[src/rtl/iqd_pkg.sv]
package iqd_pkg;
  localparam int SEL_W   = 3;
  localparam int SEL_MAX = 4;   // log2 of the largest factor

  // values above the largest code behave as the largest code
  function automatic logic [SEL_W-1:0] sel_clamp(input logic [SEL_W-1:0] s);
    return (s > SEL_W'(SEL_MAX)) ? SEL_W'(SEL_MAX) : s;
  endfunction

  // log2 of the level gain tied to each select value
  function automatic int gain_log2(input logic [SEL_W-1:0] s);
    return (s <= SEL_W'(1)) ? 0 : int'(s) - 1;
  endfunction

  // right shift that removes R^K growth and applies the gain
  function automatic int net_shift(input logic [SEL_W-1:0] s, input int stages);
    return stages * int'(s) - gain_log2(s);
  endfunction
endpackage

[src/rtl/iqd_ctrl.sv]
module iqd_ctrl
  import iqd_pkg::*;
(
  input  logic             clk,
  input  logic             rst,
  input  logic [SEL_W-1:0] cfg_sel,
  input  logic             s_valid,
  input  logic             out_busy,
  output logic             s_ready,
  output logic             clr,
  output logic             accept,
  output logic             fire,
  output logic [SEL_W-1:0] act_sel
);
  localparam int CNT_W = (SEL_MAX > 0) ? SEL_MAX : 1;

  logic [SEL_W-1:0] act_q;
  logic [SEL_W-1:0] want;
  logic [CNT_W-1:0] cnt_q;
  logic [CNT_W-1:0] lim;
  logic             last;

  assign want    = sel_clamp(cfg_sel);
  assign clr     = (want != act_q);
  assign s_ready = !clr && !out_busy;
  assign accept  = s_valid && s_ready;
  assign lim     = CNT_W'((32'd1 << act_q) - 32'd1);
  assign last    = (cnt_q == lim);
  assign fire    = accept && last;
  assign act_sel = act_q;

  always_ff @(posedge clk) begin
    if (rst) begin
      act_q <= '0;
      cnt_q <= '0;
    end else if (clr) begin
      act_q <= want;
      cnt_q <= '0;
    end else if (accept) begin
      cnt_q <= last ? '0 : cnt_q + 1'b1;
    end
  end
endmodule

[src/rtl/iqd_cic.sv]
module iqd_cic #(
  parameter int IN_W   = 12,
  parameter int STAGES = 2,
  parameter int GUARD  = 8
) (
  input  logic                 clk,
  input  logic                 rst,
  input  logic                 clr,
  input  logic                 accept,
  input  logic                 fire,
  input  logic [IN_W-1:0]      din,
  output logic [IN_W+GUARD-1:0] dout
);
  localparam int ACC_W = IN_W + GUARD;

  logic [ACC_W-1:0] isum [STAGES+1];
  logic [ACC_W-1:0] cval [STAGES+1];

  assign isum[0] = {{GUARD{din[IN_W-1]}}, din};
  assign cval[0] = isum[STAGES];
  assign dout    = cval[STAGES];

  for (genvar k = 0; k < STAGES; k++) begin : g_stg
    logic [ACC_W-1:0] acc_q;
    logic [ACC_W-1:0] dly_q;

    // integrator runs at input rate, comb differentiates at output rate
    assign isum[k+1] = acc_q + isum[k];
    assign cval[k+1] = cval[k] - dly_q;

    always_ff @(posedge clk) begin
      if (rst || clr) begin
        acc_q <= '0;
        dly_q <= '0;
      end else begin
        if (accept) acc_q <= isum[k+1];
        if (fire)   dly_q <= cval[k];
      end
    end
  end
endmodule

[src/rtl/iqd_scale.sv]
module iqd_scale
  import iqd_pkg::*;
#(
  parameter int ACC_W  = 20,
  parameter int OUT_W  = 12,
  parameter int STAGES = 2
) (
  input  logic [SEL_W-1:0] act_sel,
  input  logic [ACC_W-1:0] din,
  output logic [OUT_W-1:0] dout
);
  localparam logic signed [ACC_W-1:0] HI = {{(ACC_W-OUT_W+1){1'b0}}, {(OUT_W-1){1'b1}}};
  localparam logic signed [ACC_W-1:0] LO = ~HI;

  logic signed [ACC_W-1:0] shifted;
  int sh;

  always_comb begin
    sh      = net_shift(act_sel, STAGES);
    shifted = $signed(din) >>> sh;
    if (shifted > HI)      dout = HI[OUT_W-1:0];
    else if (shifted < LO) dout = LO[OUT_W-1:0];
    else                   dout = shifted[OUT_W-1:0];
  end
endmodule

[src/rtl/iq_decimator.sv]
module iq_decimator
  import iqd_pkg::*;
#(
  parameter int IN_W   = 12,
  parameter int OUT_W  = 12,
  parameter int STAGES = 2
) (
  input  logic             clk,
  input  logic             rst,
  input  logic [SEL_W-1:0] cfg_sel,
  input  logic             s_valid,
  output logic             s_ready,
  input  logic [IN_W-1:0]  s_i,
  input  logic [IN_W-1:0]  s_q,
  output logic             m_valid,
  input  logic             m_ready,
  output logic [OUT_W-1:0] m_i,
  output logic [OUT_W-1:0] m_q
);
  localparam int GUARD = STAGES * SEL_MAX;
  localparam int ACC_W = IN_W + GUARD;
  localparam int NCH   = 2;

  logic             clr, accept, fire;
  logic [SEL_W-1:0] act_sel;
  logic [IN_W-1:0]  din    [NCH];
  logic [OUT_W-1:0] scaled [NCH];

  assign din[0] = s_i;
  assign din[1] = s_q;

  iqd_ctrl u_ctrl (
    .clk      (clk),
    .rst      (rst),
    .cfg_sel  (cfg_sel),
    .s_valid  (s_valid),
    .out_busy (m_valid && !m_ready),
    .s_ready  (s_ready),
    .clr      (clr),
    .accept   (accept),
    .fire     (fire),
    .act_sel  (act_sel)
  );

  for (genvar c = 0; c < NCH; c++) begin : g_ch
    logic [ACC_W-1:0] comb_out;

    iqd_cic #(.IN_W(IN_W), .STAGES(STAGES), .GUARD(GUARD)) u_cic (
      .clk    (clk),
      .rst    (rst),
      .clr    (clr),
      .accept (accept),
      .fire   (fire),
      .din    (din[c]),
      .dout   (comb_out)
    );

    iqd_scale #(.ACC_W(ACC_W), .OUT_W(OUT_W), .STAGES(STAGES)) u_scale (
      .act_sel (act_sel),
      .din     (comb_out),
      .dout    (scaled[c])
    );
  end

  always_ff @(posedge clk) begin
    if (rst) begin
      m_valid <= 1'b0;
      m_i     <= '0;
      m_q     <= '0;
    end else begin
      if (m_valid && m_ready) m_valid <= 1'b0;
      if (fire) begin
        m_valid <= 1'b1;
        m_i     <= scaled[0];
        m_q     <= scaled[1];
      end
    end
  end
endmodule

[config.mk]
export PLATFORM = sky130hd
export DESIGN_NAME = iq_decimator
export DESIGN_NICKNAME = d
export VERILOG_FILES = /design/src/rtl/iqd_pkg.sv /design/src/rtl/iqd_ctrl.sv /design/src/rtl/iqd_cic.sv /design/src/rtl/iqd_scale.sv /design/src/rtl/iq_decimator.sv
export SDC_FILE = /design/constraint.sdc
export NUM_CORES = 1
export LEC_CHECK = 0
export BUFFER_PORTS_ARGS = -buffer_cell sky130_fd_sc_hd__buf_4
export CAP_MARGIN = 20
export CORE_ASPECT_RATIO = 0.7
export CORE_MARGIN = 5
export CORE_UTILIZATION = 50
export CTS_BUF_LIST = sky130_fd_sc_hd__clkbuf_8 sky130_fd_sc_hd__clkbuf_16
export CTS_CLUSTER_DIAMETER = 40
export DETAILED_ROUTE_END_ITERATION = 7
export PLACE_DENSITY = 0.66
export SETUP_SLACK_MARGIN = 0.02
export SLEW_MARGIN = 20
export SYNTH_ARGS = -nofsm -noshare
export SYNTH_HDL_FRONTEND = slang
export SYNTH_SLANG_ARGS = --single-unit
[constraint.sdc]
create_clock -name clk -period 11.5 [get_ports clk]
set_input_delay 1.15 -clock clk [delete_from_list [all_inputs] [get_ports clk]]
set_output_delay 1.15 -clock clk [all_outputs]
set_load 0.1 [all_outputs]
-- Word-level counts from Yosys, hierarchy flattened
Cells that the tools add are included.
- register bits: 192
- latch bits: 0
- RAM bits: 0
- ROM bits: 0
- bits of input ports: 31
- word-level logic and storage cells: 56
- memories: 0
- add/sub/neg operators: 12
- multipliers: 0
- div/mod/pow operators: 0
- $lt $le $gt $ge: 6
- eq/ne operators: 2
- shift operators: 3
- multiplexer cells: 9
- bitwise gates (word level): 0
- reductions and logical operators: 11
- operators with widths (kind ; count):
    $add A20 B20 Y20 ; 4
    $sub A20 B20 Y20 ; 4
    $sshr A20 B32 Y20 ; 2
    $mux W12 ; 4
    $gt A20 B12 Y1 const B ; 2
    $lt A20 B12 Y1 const B ; 2
    $mux W32 ; 1
    $sub A5 B32 Y32 ; 1
    $logic_and A1 B1 Y1 ; 5
    $add A4 B1 Y4 const B ; 1
    $eq A4 B4 Y1 ; 1
    $mux W4 ; 1
    $shl A1 B3 Y4 const A ; 1
    $sub A3 B1 Y4 const B ; 1
    $sub A4 B1 Y4 const B ; 1
    $gt A3 B3 Y1 const B ; 1
    $le A3 B1 Y1 const B ; 1
    $logic_not A1 Y1 ; 3
    $mux W3 ; 1
    $ne A3 B3 Y1 ; 1
    $mux W1 ; 2
    $reduce_bool A2 Y1 ; 1
    $reduce_or A2 Y1 ; 1
    $logic_or A1 B1 Y1 ; 1

-- Depth between registers and ports, before layout
- word-level depth: 8
- mapped depth: 44

-- Hierarchy
A second synthesis with hierarchy kept.
- cell total of the unflattened synthesis: 2396
- area total of the unflattened synthesis: 19002.0 µm²
- by module, submodules not included (module ; instances ; cells an instance ; area an instance (µm²) ; seq. area each (µm²)):
    iqd_cic (g_ch[0].u_cic) ; 1 ; 806 ; 6591.3 ; 1601.5
    iqd_cic (g_ch[1].u_cic) ; 1 ; 796 ; 6553.8 ; 1601.5
    iqd_scale (g_ch[1].u_scale) ; 1 ; 346 ; 2324.7 ; 0.0
    iqd_scale (g_ch[0].u_scale) ; 1 ; 316 ; 2183.3 ; 0.0
    iq_decimator ; 1 ; 81 ; 912.1 ; 500.5
    iqd_ctrl ; 1 ; 51 ; 436.7 ; 140.1

-- Worst setup path after synthesis
No wires, ideal clock.
- kind: in2reg
- start point: in s_q[0]
- end point: reg m_q[5]
- setup time: 0.087 ns
- data arrival time: 8.490 ns
- data required time: 11.413 ns
- path slack: 2.923 ns
- stages on the path: 38
- path buffers: 1
- cell sequence: ha_1 -> inv_1 -> fa_1 -> nor2b_1 -> o21ai_0 -> a21boi_0 -> o21ai_0 -> a21boi_0 -> o21ai_0 -> a21boi_0 -> o21ai_0 -> a21oi_1 -> a31oi_1 -> xnor2_1 -> ha_1 -> and4_1 -> a221oi_2 -> o31ai_1 -> [2 not listed] -> nand4_1 -> a211o_1 -> a21boi_0 -> nor2_1 -> xnor2_1 -> ha_1 -> clkbuf_1 -> nor3_1 -> a31oi_1 -> o21ai_0 -> a311o_1 -> xnor3_2 -> a221oi_4 -> a311oi_1 -> o311a_1 -> o21a_2 -> a21boi_4 -> nor4b_2
- RTL lines (what ; line ; RTL):
    start: declaration ; iq_decimator.sv:14 ; input logic [IN_W-1:0] s_q,
    end signal: assignment ; iq_decimator.sv:75 ; m_q <= scaled[1];
    end: declaration ; iq_decimator.sv:18 ; output logic [OUT_W-1:0] m_q

==> impl_metrics.json <==
{
  "min_period_ps": 9924,
  "synth_enable_flop_cells": 0,
  "critical_path.top_delay_family": "compound AO/OA/AOI/OAI gates",
  "finalHoldViolCount": 0,
  "ys_warn_count": 0,
  "status": "complete, no violations",
  "dp_hpwl_um": 32800,
  "yosysMostFrequentCell": "nand2_1",
  "start_util": 0.5080,
  "cap_violations": 0,
  "yosys_most_used_dff": "dfxtp_1",
  "path_clk_slew_ps": 70,
  "fin_tns_setup_ps": 0,
  "post_cts.repair.setup_buffers": 0,
  "drc": 0,
  "clk_latency_ps": 460,
  "cts_tree": "yes",
  "cts_buffer_depth": 2,
  "cts_sinks": 192,
  "grt_max_degree": 87,
  "critical-path-top-cell-by-count": "o21ai_0",
  "worstSetupEndpointType": "register",
  "use_met1": 0.3264,
  "fillers": 3275,
  "postCtsHoldBufs": 0,
  "cts_buffers": 17,
  "r2r_cells": 37,
  "core_um2": 33630,
  "postSynthCellCount": 2359,
  "rsz0062_at_grt": "false",
  "crit_arrival_ps": 10310,
  "required_ps": 11880,
  "grt_pass1_wl_um": 73420,
  "fp.dieArea_um2": 38020,
  "synthTopCellsByArea": "dfxtp_1 22%, ha_1 13%, nand2_1 8.8%",
  "setup_violations": 0,
  "hold_path_startpoint": "g_ch[0].u_cic.g_stg[1].dly_q[2]$_SDFFE_PP0P_",
  "critPathMaxFanout": 21,
  "r2r-start": "g_ch[0].u_cic.g_stg[0].acc_q[0]$_SDFFE_PP0P_",
  "vias_per_cell": 5.803,
  "die_y_um": 164.7,
  "cp-start-kind": "input port",
  "ant_nets": 0,
  "critPathBufInv": 2,
  "hp-class": "register to register",
  "antenna_found_initial": 0,
  "rows": 56,
  "ys_seq_area_frac": 0.2250,
  "grt_overflow_total": 0,
  "critPathMaxStageDelay_ps": 720,
  "htree_levels": 4,
  "drive_gt1_frac": 0.07137,
  "use_met3": 0.03454,
  "synth_area_um2": 17080,
  "fin_crit_sh": 0.8629,
  "final_util": 0.5477,
  "num_vias": 16190,
  "mappedNetlistNets": 2569,
  "syn_area_per_cell_um2": 7.242,
  "critPathKind": "input port to register",
  "gr-usage-all-layers": 0.2287,
  "slowest_stage": "xor3_1",
  "holdPathEnd": "g_ch[0].u_cic.g_stg[1].dly_q[2]$_SDFFE_PP0P_",
  "fp.dieW_um": 230.9,
  "synth_seq_cells": 192,
  "synth.top_cells.by_count": "402 x nand2_1, 266 x a21oi_1, 214 x nor2_1, 192 x dfxtp_1, 171 x ha_1",
  "ir_worst_vdd_uv": 93.69,
  "syn_to_final_growth_pct": 7.822,
  "diodes": 0,
  "r2r-end": "m_i[10]$_SDFFE_PP0P_",
  "synth.distinct_cells": 93,
  "synth_top_area_frac": 0.2250,
  "wirelength_um": 44320,
  "grt_busiest_layer": "met2",
  "gp_congestion": 0.9123,
  "use_met2": 0.3679,
  "numPortBuffers": 56,
  "cts-root-buf": "clkbuf_16",
  "fmax_ghz": 0.1008,
  "hold_depth": 2,
  "nNetsFinal": 2551,
  "drt_iter0_drc": 1236,
  "async_flop_share": 0,
  "tightest_slew_ps": 1034,
  "grt_pass1_vias": 14980,
  "ios": 57,
  "cts_resized": 0,
  "slew_violations": 0,
  "synth_top_area_cell": "dfxtp_1",
  "wl_per_cell_um": 15.89,
  "total_leakage_power_nw": 7.037,
  "r2r_slack_ps": 1990,
  "clock_skew_ps": 9.111,
  "p_per_area_nw_per_um2": 119.2,
  "drt_pass1_iterations": 6,
  "slew_headroom": 0.3107
}
[cells by family after synthesis]
logic type	count (synthesis)	synth area share
simple gates	876	0.2281
compound gates	695	0.2684
buf+inv	264	0.05888
flops	192	0.2250
fa+ha+maj	179	0.1346
xor+xnor	126	0.06892
mux	27	0.01604
[stage by stage]
stage	area, µm²	hold slack (ps)	cells	worst slack (ps)	power, mW
after CTS	18420	457.1	2789	1740	2.202
final	18420	453.8	2789	1576	2.195
after global placement	17800	441.8	2757	1620	1.536
after floorplan	17080	436.3	2359	2923	1.353
after global routing	18420	477.4	2789	770.5	2.327
after detailed placement	17800	446.5	2757	1297	1.543
[placed cells by master, fill, tap and decap left out, types with 29 or more instances in the layout]
| master | count |
|---|---|
| a211oi_1 | 44 |
| a21o_1 | 38 |
| a21oi_1 | 265 |
| buf_4 | 73 |
| dfxtp_1 | 192 |
| ha_1 | 171 |
| inv_1 | 153 |
| nand2_1 | 401 |
| nand3_1 | 41 |
| nor2_1 | 213 |
| nor2b_1 | 29 |
| nor3_1 | 59 |
| o211ai_1 | 32 |
| o21ai_0 | 108 |
| xnor2_1 | 86 |
| xor2_1 | 33 |
[layer usage]
layer  share of wire  vias to the layer above
li1                -                     8271
met1            0.50                     7581
met2            0.44                      292
met3           0.044                       41
met4           0.013                        0
met5               0                        -
[area by class of cell]
cell class              count  area (µm²)  area share
repair buffers             73       548.0     0.02975
clock buffers              17       425.4     0.02309
clock inverters            15       193.9     0.01053
flip-flops and latches    192        3844      0.2087
multi-input cells        1903       12290      0.6670
well taps                 435       544.3     0.02955
inverters                 154       578.1     0.03138
[flip-flops by register name, summed over array words and instances (netlist names)]
signal	cells
u_ctrl.cnt_q	4
m_valid	1
g_ch.u_cic.g_stg.dly_q	80
g_ch.u_cic.g_stg.acc_q	80
u_ctrl.act_sel	3
m_i	12
m_q	12
[worst min-delay path: cells and delay by family (launching register included)]
kind / cells / cell delay [ps]
AND/OR/NAND/NOR: 1 / 50
AO/OA/AOI/OAI: 1 / 50
flip-flops: 1 / 310
[power by group]
part	leakage (nW)	switching [mW]	internal (mW)	total (mW)
sequential	1.55	0.00370	0.668	0.672
clock	0.300	0.299	0.349	0.649
combinational	5.19	0.556	0.318	0.874
[worst max path at each step]
stage | start | endpoint | cells after the start
after floorplan | s_q[0] | m_q[5]$_SDFFE_PP0P_ | 38
after global placement | s_i[0] | m_i[8]$_SDFFE_PP0P_ | 39
after detailed placement | s_i[0] | m_i[8]$_SDFFE_PP0P_ | 38
after CTS | s_i[0] | m_i[8]$_SDFFE_PP0P_ | 38
after global routing | s_i[0] | m_i[6]$_SDFFE_PP0P_ | 38
final | s_i[0] | m_i[10]$_SDFFE_PP0P_ | 38
Power figures use the tool's default switching activity.
